[config.mk]
export PLATFORM = sky130hd
export DESIGN_NAME = tlbi_launch_seq
export DESIGN_NICKNAME = d
export VERILOG_FILES = /design/src/rtl/tlbi_pkg.sv /design/src/rtl/tlbi_psize_enc.sv /design/src/rtl/tlbi_word_enc.sv /design/src/rtl/tlbi_tmo_ctr.sv /design/src/rtl/tlbi_launch_seq.sv
export SDC_FILE = /design/constraint.sdc
export NUM_CORES = 1
export LEC_CHECK = 0
export BUFFER_PORTS_ARGS = -buffer_cell sky130_fd_sc_hd__buf_2
export CAP_MARGIN = 25
export CORE_ASPECT_RATIO = 1.2
export CORE_UTILIZATION = 47
export DETAILED_ROUTE_END_ITERATION = 8
export PLACE_DENSITY = 0.8
export SKIP_LAST_GASP = 1
export SYNTH_ARGS = -nofsm -noshare
export SYNTH_HDL_FRONTEND = slang
export SYNTH_HIERARCHICAL = 1
export SYNTH_SLANG_ARGS = --single-unit
[constraint.sdc]
create_clock -name clk_i -period 2.8 [get_ports clk_i]
set_input_delay 0.28 -clock clk_i [delete_from_list [all_inputs] [get_ports clk_i]]
set_output_delay 0.28 -clock clk_i [all_outputs]
set_load 0.005 [all_outputs]
[src/rtl/tlbi_pkg.sv]
package tlbi_pkg;
  localparam int WORD_W = 64;
  localparam int SEL_W  = 2;

  typedef enum logic [1:0] {ST_IDLE, ST_AVA, ST_LNCH, ST_POLL} st_e;

  localparam logic [SEL_W-1:0] SEL_AVA  = 2'd0;
  localparam logic [SEL_W-1:0] SEL_LNCH = 2'd1;
  localparam logic [SEL_W-1:0] SEL_STAT = 2'd2;

  // launch word layout
  localparam int B_R    = 0;
  localparam int B_RIC  = 1;
  localparam int B_IS   = 3;
  localparam int B_SNGL = 5;
  localparam int B_PRS  = 6;
  localparam int B_AP   = 7;
  localparam int B_PID  = 10;

  localparam logic [2:0] AP_4K    = 3'b000;
  localparam logic [2:0] AP_2M    = 3'b001;
  localparam logic [2:0] AP_1G    = 3'b010;
  localparam logic [2:0] AP_OTHER = 3'b101;

  localparam int PG_SHIFT = 12;
endpackage

[src/rtl/tlbi_psize_enc.sv]
module tlbi_psize_enc #(
  parameter int PS_W = 32
) (
  input  logic [PS_W-1:0] psize_i,
  output logic [2:0]      ap_o
);
  import tlbi_pkg::*;
  localparam logic [PS_W-1:0] SZ_4K = PS_W'(1) << 12;
  localparam logic [PS_W-1:0] SZ_2M = PS_W'(1) << 21;
  localparam logic [PS_W-1:0] SZ_1G = PS_W'(1) << 30;

  always_comb begin
    if (psize_i == SZ_4K)      ap_o = AP_4K;
    else if (psize_i == SZ_2M) ap_o = AP_2M;
    else if (psize_i == SZ_1G) ap_o = AP_1G;
    else                       ap_o = AP_OTHER;
  end
endmodule

[src/rtl/tlbi_word_enc.sv]
module tlbi_word_enc #(
  parameter int PID_W = 20
) (
  input  logic [PID_W-1:0]             pid_i,
  input  logic                         full_i,
  input  logic [2:0]                   ap_i,
  output logic [tlbi_pkg::WORD_W-1:0]  word_o
);
  import tlbi_pkg::*;
  always_comb begin
    word_o               = '0;
    word_o[B_R]          = 1'b1;
    word_o[B_RIC +: 2]   = 2'b10;
    word_o[B_IS +: 2]    = full_i ? 2'b01 : 2'b00;
    word_o[B_SNGL]       = full_i;
    word_o[B_PRS]        = 1'b1;
    word_o[B_AP +: 3]    = ap_i;
    word_o[B_PID +: PID_W] = pid_i;
  end
endmodule

[src/rtl/tlbi_tmo_ctr.sv]
module tlbi_tmo_ctr #(
  parameter int TMO_W = 16
) (
  input  logic             clk_i,
  input  logic             rst_ni,
  input  logic             load_i,
  input  logic [TMO_W-1:0] val_i,
  input  logic             run_i,
  output logic             expired_o
);
  logic [TMO_W-1:0] cnt_q;

  always_ff @(posedge clk_i or negedge rst_ni) begin
    if (!rst_ni)                   cnt_q <= '0;
    else if (load_i)               cnt_q <= val_i;
    else if (run_i && cnt_q != '0) cnt_q <= cnt_q - 1'b1;
  end

  assign expired_o = (cnt_q == '0);
endmodule

[src/rtl/tlbi_launch_seq.sv]
module tlbi_launch_seq #(
  parameter int PID_W = 20,
  parameter int PS_W  = 32,
  parameter int TMO_W = 16
) (
  input  logic              clk_i,
  input  logic              rst_ni,
  input  logic              win_en_i,
  input  logic [TMO_W-1:0]  tmo_cycles_i,
  input  logic              req_valid_i,
  output logic              req_ready_o,
  input  logic [PID_W-1:0]  req_pid_i,
  input  logic [63:0]       req_addr_i,
  input  logic [PS_W-1:0]   req_psize_i,
  output logic              bus_valid_o,
  input  logic              bus_ready_i,
  output logic              bus_write_o,
  output logic [1:0]        bus_sel_o,
  output logic [63:0]       bus_wdata_o,
  input  logic [63:0]       bus_rdata_i,
  output logic              done_o,
  output logic              timeout_o
);
  import tlbi_pkg::*;
  localparam int AVA_W = 64 - PG_SHIFT;

  st_e              st_q;
  logic [PID_W-1:0] pid_q;
  logic [AVA_W-1:0] ava_q;
  logic             full_q;
  logic [2:0]       ap_q;
  logic             done_q, tmo_q;
  logic [2:0]       ap_d;
  logic [63:0]      lnch_word;
  logic             expired;
  logic             lnch_fire;
  logic             unused_rd;

  assign unused_rd = ^bus_rdata_i[62:0];

  tlbi_psize_enc #(.PS_W(PS_W)) u_ps (.psize_i(req_psize_i), .ap_o(ap_d));

  tlbi_word_enc #(.PID_W(PID_W)) u_we (
    .pid_i(pid_q), .full_i(full_q), .ap_i(ap_q), .word_o(lnch_word)
  );

  assign lnch_fire = (st_q == ST_LNCH) && bus_ready_i;

  tlbi_tmo_ctr #(.TMO_W(TMO_W)) u_tmo (
    .clk_i(clk_i), .rst_ni(rst_ni), .load_i(lnch_fire), .val_i(tmo_cycles_i),
    .run_i(st_q == ST_POLL), .expired_o(expired)
  );

  always_ff @(posedge clk_i or negedge rst_ni) begin
    if (!rst_ni) begin
      st_q   <= ST_IDLE;
      pid_q  <= '0;
      ava_q  <= '0;
      full_q <= 1'b0;
      ap_q   <= '0;
      done_q <= 1'b0;
      tmo_q  <= 1'b0;
    end else begin
      done_q <= 1'b0;
      tmo_q  <= 1'b0;
      unique case (st_q)
        ST_IDLE: if (req_valid_i && win_en_i) begin
          pid_q  <= req_pid_i;
          ava_q  <= req_addr_i[63:PG_SHIFT];
          full_q <= (req_addr_i == '0);
          ap_q   <= ap_d;
          st_q   <= (req_addr_i != '0) ? ST_AVA : ST_LNCH;
        end
        ST_AVA:  if (bus_ready_i) st_q <= ST_LNCH;
        ST_LNCH: if (bus_ready_i) st_q <= ST_POLL;
        ST_POLL: if (bus_ready_i) begin
          if (!bus_rdata_i[63]) begin
            done_q <= 1'b1;
            st_q   <= ST_IDLE;
          end else if (expired) begin
            tmo_q <= 1'b1;
            st_q  <= ST_IDLE;
          end
        end
        default: st_q <= ST_IDLE;
      endcase
    end
  end

  assign req_ready_o = (st_q == ST_IDLE);
  assign bus_valid_o = (st_q != ST_IDLE);
  assign bus_write_o = (st_q != ST_POLL);
  always_comb begin
    unique case (st_q)
      ST_AVA:  bus_sel_o = SEL_AVA;
      ST_LNCH: bus_sel_o = SEL_LNCH;
      default: bus_sel_o = SEL_STAT;
    endcase
  end
  assign bus_wdata_o = (st_q == ST_AVA) ? {{PG_SHIFT{1'b0}}, ava_q} :
                       (st_q == ST_LNCH) ? lnch_word : '0;
  assign done_o    = done_q;
  assign timeout_o = tmo_q;
endmodule

* Word-level counts from Yosys, hierarchy flattened
Cells that the tools add are included.
** Word-level totals
- Logic and storage cells :: 57
- Output and inout bits :: 71
- Bits of input ports :: 201
- Flip-flop bits (word level) :: 96
** Cells by class
- Reduce and logical (&&, ||, !) cells :: 12
- Muxes and demuxes :: 24
- $add $sub $neg :: 1
- Equal/unequal tests :: 12
** Operator list (count)
- $logic_not A64 Y1 :: 1
- $reduce_bool A64 Y1 :: 1
- $mux W52 :: 1
- $eq A32 B13 Y1 const B :: 1
- $eq A32 B22 Y1 const B :: 1
- $eq A32 B31 Y1 const B :: 1
- $mux W16 :: 2
- $mux W30 :: 1
- $logic_not A16 Y1 :: 1
- $reduce_bool A16 Y1 :: 1
- $sub A16 B1 Y16 const B :: 1
- $mux W2 :: 7
- $mux W3 :: 3
- $mux W1 :: 8
- $ne A2 B2 Y1 const B :: 4
- $pmux W2 S4 :: 1
- $reduce_and A5 Y1 :: 1
- $eq A2 B2 Y1 const B :: 2
- $pmux W2 S2 :: 1
- $reduce_bool A2 Y1 :: 2
- $logic_and A1 B1 Y1 :: 3
- $ne A3 B3 Y1 const B :: 1
- $eq A2 B1 Y1 const B :: 1
- $logic_not A2 Y1 :: 1
- 2 further kinds :: 2

* Longest topological paths before layout
Gate-level depths: netlist of run 1.
- Word-level depth :: 5
- Depth in mapped cells :: 10
- Mapped depth without buffers :: 9

* Modules after synthesis
The synthesis of run 1 kept the hierarchy.
** By module, submodules not included
- tlbi_launch_seq :: cells an instance 394, times used 1, seq. area each 2001.9 um2, area each 4032.6 um2
- tlbi_tmo_ctr :: cells an instance 124, times used 1, seq. area each 400.4 um2, area each 1054.8 um2
- tlbi_word_enc :: cells an instance 66, times used 1, seq. area each 0.0 um2, area each 488.0 um2
- tlbi_psize_enc :: cells an instance 19, times used 1, seq. area each 0.0 um2, area each 146.4 um2

* Worst setup path before layout of run 1
OpenSTA, ideal clock, no wires.
- Path kind :: register -> register
- Start point :: reg st_q[1]
- End point :: reg u_tmo.cnt_q[15]
- Setup slack :: 0.508 ns
- Clock period less this slack :: 2.292 ns
- Arrival :: 2.210 ns
- Library setup time :: 0.082 ns
- Required time :: 2.718 ns
- Cell stages (with the launch flop) :: 7
- Buffers on the path :: 1
- Cell sequence :: dfrtp_1 ha_1 or3b_2 or3_1 buf_2 or4b_1 a31oi_1
** On the way
- Word-level cells in the longest chain between the ends :: 3
- Elaborated cells on any way between the ends :: 6
- Classes of those cells :: eq/ne (2); mux (1); reduce/logical (3)
** RTL lines
- start: declaration :: RTL line tlbi_launch_seq.sv:27 : st_e st_q;
- start signal: assignment :: RTL line tlbi_launch_seq.sv:72 : st_q <= (req_addr_i != '0) ? ST_AVA : ST_LNCH;
- $eq A2 B2 Y1, on equally long branches :: RTL line tlbi_launch_seq.sv:47, tlbi_launch_seq.sv:51
- $logic_and A1 B1 Y1, on equally long branches :: RTL line tlbi_launch_seq.sv:47, tlbi_tmo_ctr.sv:16
- $mux W16 or $reduce_bool A2 Y1 (tied branches)
- end signal: assignment :: RTL line tlbi_tmo_ctr.sv:15 : else if (load_i) cnt_q <= val_i;
- end signal: assignment :: RTL line tlbi_tmo_ctr.sv:16 : else if (run_i && cnt_q != '0) cnt_q <= cnt_q - 1'b1;
- end: declaration :: RTL line tlbi_tmo_ctr.sv:11 : logic [TMO_W-1:0] cnt_q;
Several ways; a longest one is shown, not always the timed one.
A chain may end at the register's enable or synchronous reset.

* Worst setup path in the final report of run 1
- Start point :: reg st_q[0]
- End point :: reg u_tmo.cnt_q[15]
Same word-level chain as after synthesis.

==> flow_summary.ini, run 1 <==
[global_routing]
grt_pass1_wl_um = 21490
antenna_found_initial = 1
grtUsageTotal_pct = 22.40
grt_max_degree = 58
grt_pass1_vias = 4536
grt_remaining_overflow = 0

[power_and_ir_drop]
power_density_mw_per_mm2 = 912.3
power.leakage_nw = 3.145
irDropWorstVdd_mv = 0.5681

[timing]
timing.final.crit_share_pct = 86.57
finalMaxSlewViolations = 0
rsz0062_at_grt = no
worstMarginPinSlew_ns = 0.6531
setup_viol = 0
max_freq_mhz = 412.5
finClkSkew_ns = 0.007709
hold_viol_final = 0
finalCriticalPeriod_ns = 2.424
slew_headroom_pct = 56.41
setup_tns_ns = 0

[routing]
drcViolationCount = 0
dr.first_iter.drc_count = 232
wl_per_cell_um = 15.05
dr.pass1.iters = 4
dr_total_vias = 4773
drt-total-wl_um = 13890
antenna_left = 0
vias_per_cell = 5.171

[floorplan]
std_cell_rows = 43
io_pins = 272
design.core.area_mm2 = 0.01173
die_x_um = 102.7
die_y_um = 122.9
dieArea_mm2 = 0.01262
start_util_pct = 48.78

[setup_path]
crit_fanout = 9
cp.arrival_ns = 2.68
setup.worst_path.start_class = register
reg2reg_depth = 5
worstSetupPathType = register to register
required_ns = 3.05
endpoint_kind = register

[placement]
dp.cells = 905
hpwl_um = 10380
place.gp.congestion = 0.8316
port_buffers = 196

[synth]
synth_most_common_cell = nand2_1
syn_area_mm2 = 0.005722
synth-main-ff-cell = dfrtp_1
ys_seq_area_share_pct = 41.99
synth_cell_types = 50
async_flop_share_pct = 100.0
synth.area.top_cells = dfrtp_1 42%, mux2_2 15%, buf_4 8.4%
synth_edf_count = 0
yosysTopAreaCell = dfrtp_1
yosysTopAreaCellShare_pct = 41.99
syn_area_per_cell_um2 = 9.489
yosysWarnings = 6
synth_common_cells = 109 x nand2_1, 96 x dfrtp_1, 75 x mux2_2, 64 x buf_4, 56 x o21ai_0
ys_seq_elements = 96
synthCells = 603

[clock_tree]
postCtsResizedCells = 0
clk_latency_ns = 0.35
cts_setup_buffers = 0
clk_pin_slew_ns = 0.07
holdBufCountCts = 1
clock_sinks = 96
root_buffer = clkbuf_16
cts_tree = yes
htreeDepth = 3
numCtsBuffers = 9
cts_max_path_buffers = 2

[layout]
nets = 968
final_layout_size_suffix_gt1_share_pct = 40.65
areaGrowthSynthToFinish_pct = 19.86
layoutNonFillerInstCount = 923

[hold_path]
hold_depth = 2
hold_class = primary input to register

[run]
cap_violations = 0

[status]
status = finished, final reports clean
[power breakdown]
part | total, W | switching, W | internal, W
Clock | 0.00126 | 0.000559 | 0.000702
Combinational | 0.00253 | 0.00125 | 0.00128
Sequential | 0.00246 | 0.000418 | 0.00204
Total | 0.00626 | 0.00223 | 0.00403
[layout make-up]
cell class	instances	area [µm²]
Antenna cell	1	2.502
Inverter	8	30.03
Fill cell	1084	4871
Tap cell	157	196.4
Timing Repair Buffer	208	1089
Multi-Input combinational cell	437	2835
Clock inverter	7	77.57
Clock buffer	9	225.2
Sequential cell	96	2402
[per-layer routing]
layer | GRT usage (%) | vias to the layer above | share of wire (%)
met2 | 38.04 | 178 | 49
met5 | 0 | - | 0
met1 | 26.09 | 2227 | 41
met3 | 6.948 | 24 | 7.9
met4 | 8.839 | 0 | 2.3
li1 | - | 2344 | -
[sequential cells by signal, indices dropped and copies added (netlist names)]
| register | count |
|---|---|
| ava_q | 52 |
| pid_q | 20 |
| u_tmo/cnt_q | 16 |
| ap_q | 3 |
| st_q | 2 |
| done_o | 1 |
| full_q | 1 |
| timeout_o | 1 |
[metrics by stage]
step	setup WS, ns	hold slack, ns	instance area (µm²)	total power (W)	utilization (%)
after floorplan	0.5078	-0.01559	5861	0.004265	-
after global placement	0.4627	0.2953	6543	0.004924	55.78
after detailed placement	0.4321	0.2937	6543	0.005008	55.78
after CTS	0.3826	0.1129	6855	0.006302	58.45
after global routing	0.2475	0.1237	6855	0.006728	58.45
final	0.3759	0.1299	6858	0.006256	58.47
[worst paths after layout]
path                                      startpoint                           to  slack [ns]
worst max register to register   st_q[0]$_DFFE_PN0P_  u_tmo/cnt_q[15]$_DFFE_PN0P_        0.38
min in group asynchronous                     rst_ni   u_tmo/cnt_q[9]$_DFFE_PN0P_        0.45
worst min-delay path                 tmo_cycles_i[6]   u_tmo/cnt_q[6]$_DFFE_PN0P_        0.13
worst max-delay path             st_q[0]$_DFFE_PN0P_  u_tmo/cnt_q[15]$_DFFE_PN0P_        0.38
max in group asynchronous                     rst_ni        ava_q[26]$_DFFE_PN0P_        1.66
worst min register to register  ava_q[1]$_DFFE_PN0P_         ava_q[1]$_DFFE_PN0P_        0.51
[placed cells by master (no fill, tap or decap), drive strengths merged, types with 2 or more instances in the layout]
| master | synthesis | layout |
|---|---|---|
| dfrtp | 96 | 96 |
| o221ai | 2 | 2 |
| o21a | 2 | 2 |
| inv | 8 | 11 |
| o41ai | 4 | 4 |
| o21ai | 57 | 57 |
| nand4 | 5 | 5 |
| nand2b | 2 | 2 |
| and4 | 2 | 2 |
| nor3 | 7 | 7 |
| o211ai | 3 | 3 |
| clkbuf | 24 | 9 |
| nor2b | 3 | 3 |
| a31oi | 8 | 8 |
| nor4 | 24 | 24 |
| a2bb2oi | 2 | 2 |
| and2 | 16 | 16 |
| mux2 | 75 | 75 |
| nor2 | 16 | 16 |
| a22o | 4 | 4 |
| or3 | 5 | 5 |
| buf | 75 | 207 |
| clkinv | 0 | 2 |
| or2 | 3 | 3 |
| or4b | 2 | 2 |
| a21oi | 3 | 3 |
| conb | 2 | 39 |
| nand4b | 3 | 3 |
| ha | 7 | 7 |
| nand3 | 5 | 5 |
| xor2 | 2 | 2 |
| nand2 | 109 | 109 |
| o31ai | 5 | 5 |
| or4 | 13 | 13 |
[worst max-delay path: stages (launching register included)]
cell and delay [ns]:
dfrtp_1 0.42, ha_1 0.22, or3b_2 0.54, or3_1 0.46, or4b_1 0.50, a31oi_1 0.20
[cell families after synthesis]
group / count (synthesis) / synth area share (%)
adders and majority gates: 7 / 1.531
and+or+nand+nor: 218 / 19.64
buffers and inverters: 107 / 11.37
AOI/OAI and AO/OA: 96 / 10.28
muxes: 75 / 14.76
xor gates and xnor gates: 2 / 0.3062
other: 2 / 0.1313
DFF: 96 / 41.99
(Power assumes the default switching activity.)
==> inputs of run 2 (changes only) <==
--- a/config.mk
+++ b/config.mk
@@ -7,7 +7,7 @@
 export LEC_CHECK = 0
 export BUFFER_PORTS_ARGS = -buffer_cell sky130_fd_sc_hd__buf_2
 export CAP_MARGIN = 25
-export CORE_ASPECT_RATIO = 1.2
+export CORE_ASPECT_RATIO = 0.5
 export CORE_UTILIZATION = 47
 export DETAILED_ROUTE_END_ITERATION = 8
 export PLACE_DENSITY = 0.8
==> run 2 against run 1 <==
Against the previous run: worst hold slack lost 0.13 ns; first-iteration DRC count grew 1.3%; clock skew grew 0.0022 ns; global-route usage shrank 0.57 points; total power shrank 1.1%; critical path type is now register to primary output; highest routed layer unchanged.
==> flow_summary.ini, run 2 (same netlist as run 1, synthesis figures left out) <==
[status]
status = finished, final reports clean

[hold_path]
hold_class = primary input to async pin

[clock_tree]
holdBufCountCts = 0
clk_pin_slew_ns = 0.07
cts_max_path_buffers = 2
numCtsBuffers = 9
root_buffer = clkbuf_16
clock_sinks = 96
clk_latency_ns = 0.34
postCtsResizedCells = 0
htreeDepth = 3
cts_tree = yes
cts_setup_buffers = 0

[layout]
largestRegisters = ava_q: 52 flops, pid_q: 20 flops, u_tmo/cnt_q: 16 flops
layout.cells.most_common = buf_2
multi_input_area_mm2 = 0.002825
fill_cells = 1039
areaGrowthSynthToFinish_pct = 19.70
register_area_mm2 = 0.002402
largest_reg_flops = 52
fin_area_mm2 = 0.006849
regMostFlops = ava_q
layout_common_cells = 195 x buf_2, 109 x nand2_1, 96 x dfrtp_1
nets = 967
final_layout_size_suffix_gt1_share_pct = 40.71

[routing]
drcViolationCount = 0
vias_per_cell = 5.076
dr_total_vias = 4721
dr.first_iter.drc_count = 235
drt-total-wl_um = 13640
dr.pass1.iters = 5
wl_per_cell_um = 14.66
antenna_left = 0

[timing]
slew_headroom_pct = 30.29
max_freq_mhz = 380.6
setup_viol = 0
setup_tns_ns = 0
worstMarginPinSlew_ns = 1.044
timing.final.crit_share_pct = 93.84
rsz0062_at_grt = no
finalCriticalPeriod_ns = 2.628
hold_viol_final = 0
finalMaxSlewViolations = 0
whs_ns = 0.0004738
finClkSkew_ns = 0.009950

[floorplan]
io_pins = 272
start_util_pct = 48.32
die_x_um = 158.0
dieArea_mm2 = 0.01265
std_cell_rows = 28
design.core.area_mm2 = 0.01184
die_y_um = 80.02

[setup_path]
setup.worst_path.start_class = register
r2r_start = st_q[1]$_DFFE_PN0P_
endpoint_kind = primary output
required_ns = 2.52
worstSetupPathType = register to primary output
cp.arrival_ns = 2.35
worst_path_largest_cell_delay_ns = 0.82
crit_fanout = 16
crit_chain = inv_1 -> ha_2 -> nor2b_1 -> a22o_1 -> buf_2
cp_slowest_cell = nor2b_1
cp-startpoint = st_q[0]$_DFFE_PN0P_

[global_routing]
grt_remaining_overflow = 0
grt_max_degree = 102
antenna_found_initial = 1
grt_pass1_vias = 4523
grtUsageTotal_pct = 21.83
grt_pass1_wl_um = 21560

[placement]
port_buffers = 196
place.gp.congestion = 0.8403
hpwl_um = 10020
dpl_cell_area_mm2 = 0.006555

[run]
cap_violations = 0

[power_and_ir_drop]
power.leakage_nw = 3.137
power_density_mw_per_mm2 = 903.1
irDropWorstVdd_mv = 0.4191
-- run 2: cell type report --
| cell class | instances | share of cell area (%) |
|---|---|---|
| antenna | 1 | 0.03654 |
| clock buffer | 11 | 3.690 |
| clock inverter | 5 | 0.5663 |
| inverter | 8 | 0.4384 |
| multi-input combinational | 437 | 41.25 |
| sequential | 96 | 35.07 |
| tap | 165 | 3.014 |
| timing repair buffer | 207 | 15.93 |
-- run 2: stage by stage --
step / total power (W) / setup slack [ns] / std cells / utilization [%]
2_1_floorplan: 0.004265 / 0.5078 / 640 / -
3_3_place_gp: 0.004896 / 0.5182 / 913 / 55.36
3_5_place_dp: 0.005008 / 0.4893 / 913 / 55.36
4_1_cts: 0.006228 / 0.2324 / 929 / 57.82
5_1_grt: 0.006649 / 0.02654 / 930 / 57.84
6_report: 0.006186 / 0.1724 / 930 / 57.84
-- run 2: worst paths after layout --
| check | endpoint | slack (ns) | cells past startpoint |
|---|---|---|---|
| max reg2reg | u_tmo/cnt_q[15]$_DFFE_PN0P_ | 0.45 | 5 |
| max | bus_wdata_o[10] | 0.17 | 5 |
| min | u_tmo/cnt_q[7]$_DFFE_PN0P_ | 0.0005 | 1 |
| min reg2reg | ap_q[2]$_DFFE_PN0P_ | 0.51 | 1 |
| min in group clk_i | done_o$_DFF_PN0_ | 0.12 | 2 |
| max in group asynchronous | ava_q[23]$_DFFE_PN0P_ | 2.07 | 2 |
-- run 2: per-layer routing --
| layer | GRT usage [%] | up-vias | routed length [µm] |
|---|---|---|---|
| li1 | - | 2331 | - |
| met1 | 26.87 | 2268 | 5964 |
| met2 | 37.89 | 100 | 6849 |
| met3 | 5.375 | 22 | 584 |
| met4 | 6.635 | 0 | 241 |
| met5 | 0 | - | 0 |
-- run 2: critical path, delay by kind of cell, from the launching register on --
family / cells / cell delay [ns]
adder cells (fa/ha/maj): 1 / 0.22
flip-flops: 1 / 0.41
buffers and inverters: 2 / 0.30
AO/OA/AOI/OAI: 1 / 0.25
AND/OR/NAND/NOR: 1 / 0.82
-- run 2: report_power, final --
group / total [W] / leakage, nW / switching, W / internal [W]
combinational: 0.00254 / 1.86 / 0.00126 / 0.00127
clock: 0.00120 / 0.143 / 0.000544 / 0.000658
sequential: 0.00245 / 1.13 / 0.000407 / 0.00204
total: 0.00619 / 3.14 / 0.00221 / 0.00397
==> inputs of run 3 (changes only) <==
--- a/config.mk
+++ b/config.mk
@@ -5,14 +5,14 @@
 export SDC_FILE = /design/constraint.sdc
 export NUM_CORES = 1
 export LEC_CHECK = 0
+export ABC_CLOCK_PERIOD_IN_PS = 2800
 export BUFFER_PORTS_ARGS = -buffer_cell sky130_fd_sc_hd__buf_2
 export CAP_MARGIN = 25
 export CORE_ASPECT_RATIO = 0.5
-export CORE_UTILIZATION = 47
+export CORE_UTILIZATION = 45
 export DETAILED_ROUTE_END_ITERATION = 8
 export PLACE_DENSITY = 0.8
 export SKIP_LAST_GASP = 1
 export SYNTH_ARGS = -nofsm -noshare
 export SYNTH_HDL_FRONTEND = slang
-export SYNTH_HIERARCHICAL = 1
 export SYNTH_SLANG_ARGS = --single-unit
==> run 3 against run 2 <==
Against the previous run: clock skew decreased by 0.0050 ns; wire length fell by 14%; cell area fell by 7.7%; register-to-register slack gained 0.11 ns; clock-buffer cell count increased by 1; largest power group is now registers.
==> flow_summary.ini, run 3 <==
[clock_tree]
cts_max_path_buffers = 2
cts_setup_buffers = 0
cts_tree = yes
clk_latency_ns = 0.33
clock_sinks = 96
holdBufCountCts = 0
htreeDepth = 3
postCtsResizedCells = 0
numCtsBuffers = 9
clk_pin_slew_ns = 0.06
root_buffer = clkbuf_16

[power_and_ir_drop]
p_clk_share_pct = 20.6
internal-power_w = 0.004026
power_frac_seq_pct = 40.9
p_sw_share_pct = 33.51
pwr-share-comb_pct = 38.4
irDropWorstVdd_mv = 0.4219
power.leakage_nw = 3.038
power_density_mw_per_mm2 = 957.7
power_switching_w = 0.002029

[global_routing]
antenna_found_initial = 0
grtUsageTotal_pct = 20.92
grt_remaining_overflow = 0
grt_pass1_wl_um = 18370
grt_pass1_vias = 3987
grt_max_degree = 78

[setup_path]
worstSetupPathType = register to register
required_ns = 3.01
setup.worst_path.start_class = register
reg2reg_to = st_q[0]$_DFFE_PN0P_
cp-startpoint = u_tmo.cnt_q[0]$_DFFE_PN0P_
r2r_start = u_tmo.cnt_q[0]$_DFFE_PN0P_
crit_fanout = 7
endpoint_kind = register
crit_end = st_q[0]$_DFFE_PN0P_
r2r_setup_slack_ns = 0.56
cp.arrival_ns = 2.45
reg2reg_depth = 6

[layout]
layout.cells.most_common = buf_2
nets = 860
layout_common_cells = 195 x buf_2, 96 x dfrtp_1, 74 x mux2_2
largestRegisters = ava_q: 52 flops, pid_q: 20 flops, u_tmo.cnt_q: 16 flops
diodes = 0
areaGrowthSynthToFinish_pct = 28.64
largest_reg_flops = 52
regMostFlops = ava_q
final_layout_size_suffix_gt1_share_pct = 46.04

[routing]
drcViolationCount = 0
wl_per_cell_um = 14.80
dr.pass1.iters = 4
vias_per_cell = 5.079
drt-total-wl_um = 11780
antenna_left = 0
dr.first_iter.drc_count = 114
dr_total_vias = 4043

[placement]
port_buffers = 196
place.gp.congestion = 0.8051
dp_slack_ns = 0.5476
hpwl_um = 8879

[synth]
syn_area_mm2 = 0.004915
synth.area.top_cells = dfrtp_1 49%, mux2_2 17%, nand2_1 4.6%
synth_most_common_cell = dfrtp_1
syn_area_per_cell_um2 = 10.64
ys_seq_elements = 96
synthCells = 462
synth_cell_types = 42
yosysTopAreaCellShare_pct = 48.88
synth_common_cells = 96 x dfrtp_1, 74 x mux2_2, 60 x nand2_1, 26 x nor2_1, 26 x o21ai_0
yosysTopAreaCell = dfrtp_1
async_flop_share_pct = 100.0
ys_seq_area_share_pct = 48.88
synth-main-ff-cell = dfrtp_1
synth_edf_count = 0
yosysWarnings = 0

[floorplan]
start_util_pct = 47.21
die_y_um = 75.90
io_pins = 272
design.core.area_mm2 = 0.01041
die_x_um = 149.8
dieArea_mm2 = 0.01137
std_cell_rows = 26

[timing]
timing.final.crit_share_pct = 79.85
hold_viol_final = 0
worst_slack_ns = 0.5643
finalCriticalPeriod_ns = 2.236
worstMarginPinSlew_ns = 0.8516
setup_viol = 0
finalMaxSlewViolations = 0
finClkSkew_ns = 0.004958
setup_tns_ns = 0
rsz0062_at_grt = no
slew_headroom_pct = 43.23
max_freq_mhz = 447.3

[run]
cap_violations = 0

[hold_path]
hold_class = primary input to async pin

[status]
status = finished, final reports clean
run 3: worst max-delay path: stages (launching register included):
cell and delay, ns:
dfrtp_1 0.41, inv_1 0.10, ha_1 0.25, nor4b_1 0.32, nand4_2 0.28, a311o_1 0.49, a22o_1 0.27
run 3: kinds of logic after synthesis:
logic type                 synth area share (%)
AOI/OAI and AO/OA                         6.212
and+or+nand+nor                           19.04
other                                   0.07630
adders and majority gates                 1.527
muxes                                     17.57
buffers and inverters                     4.557
DFF                                       48.88
xor gates and xnor gates                  2.138
run 3: cell type report:
class / instances / area (µm²)
fill: 892 / 4088
timing repair buffer: 204 / 1069
tap: 140 / 175.2
clock inverter: 2 / 38.79
sequential: 96 / 2402
multi-input combinational: 335 / 2345
clock buffer: 12 / 266.5
inverter: 7 / 26.28
run 3: how the worst min path moves through the flow:
stage	start	end	slack, ns
after floorplan	rst_ni	ap_q[0]$_DFFE_PN0P_	-0.02
after global placement	rst_ni	u_tmo.cnt_q[7]$_DFFE_PN0P_	0.44
after detailed placement	rst_ni	u_tmo.cnt_q[7]$_DFFE_PN0P_	0.45
after CTS	rst_ni	u_tmo.cnt_q[1]$_DFFE_PN0P_	0.09
after global routing	rst_ni	u_tmo.cnt_q[7]$_DFFE_PN0P_	0.13
final	rst_ni	u_tmo.cnt_q[7]$_DFFE_PN0P_	0.03
run 3: power groups by stage:
stage               Clock (W)  Sequential (W)  Combinational, W
finish                0.00125         0.00248           0.00233
global route          0.00134         0.00257           0.00260
CTS                   0.00128         0.00248           0.00236
detailed placement          0         0.00250           0.00235
global placement            0         0.00245           0.00228
floorplan                   0         0.00239           0.00156
run 3: routing by layer:
layer	vias up	part of all wire [%]	GRT usage (%)	routed length, µm
met2	95	54	40.53	6364
li1	1988	-	-	-
met3	14	3.2	4.251	373
met5	-	0	0	0
met4	0	1.3	7.071	152
met1	1946	42	23.61	4888
run 3: through the flow:
stage               std cells  util [%]  area [µm²]  total power (W)  hold slack [ns]
global placement          782     57.80        6017         0.004728           0.4356
global route              796     60.73        6322         0.006506           0.1297
detailed placement        782     57.80        6017         0.004851           0.4482
finish                    796     60.73        6322         0.006055          0.03432
CTS                       796     60.73        6322         0.006127          0.09403
floorplan                 473         -        4956         0.003948         -0.01559
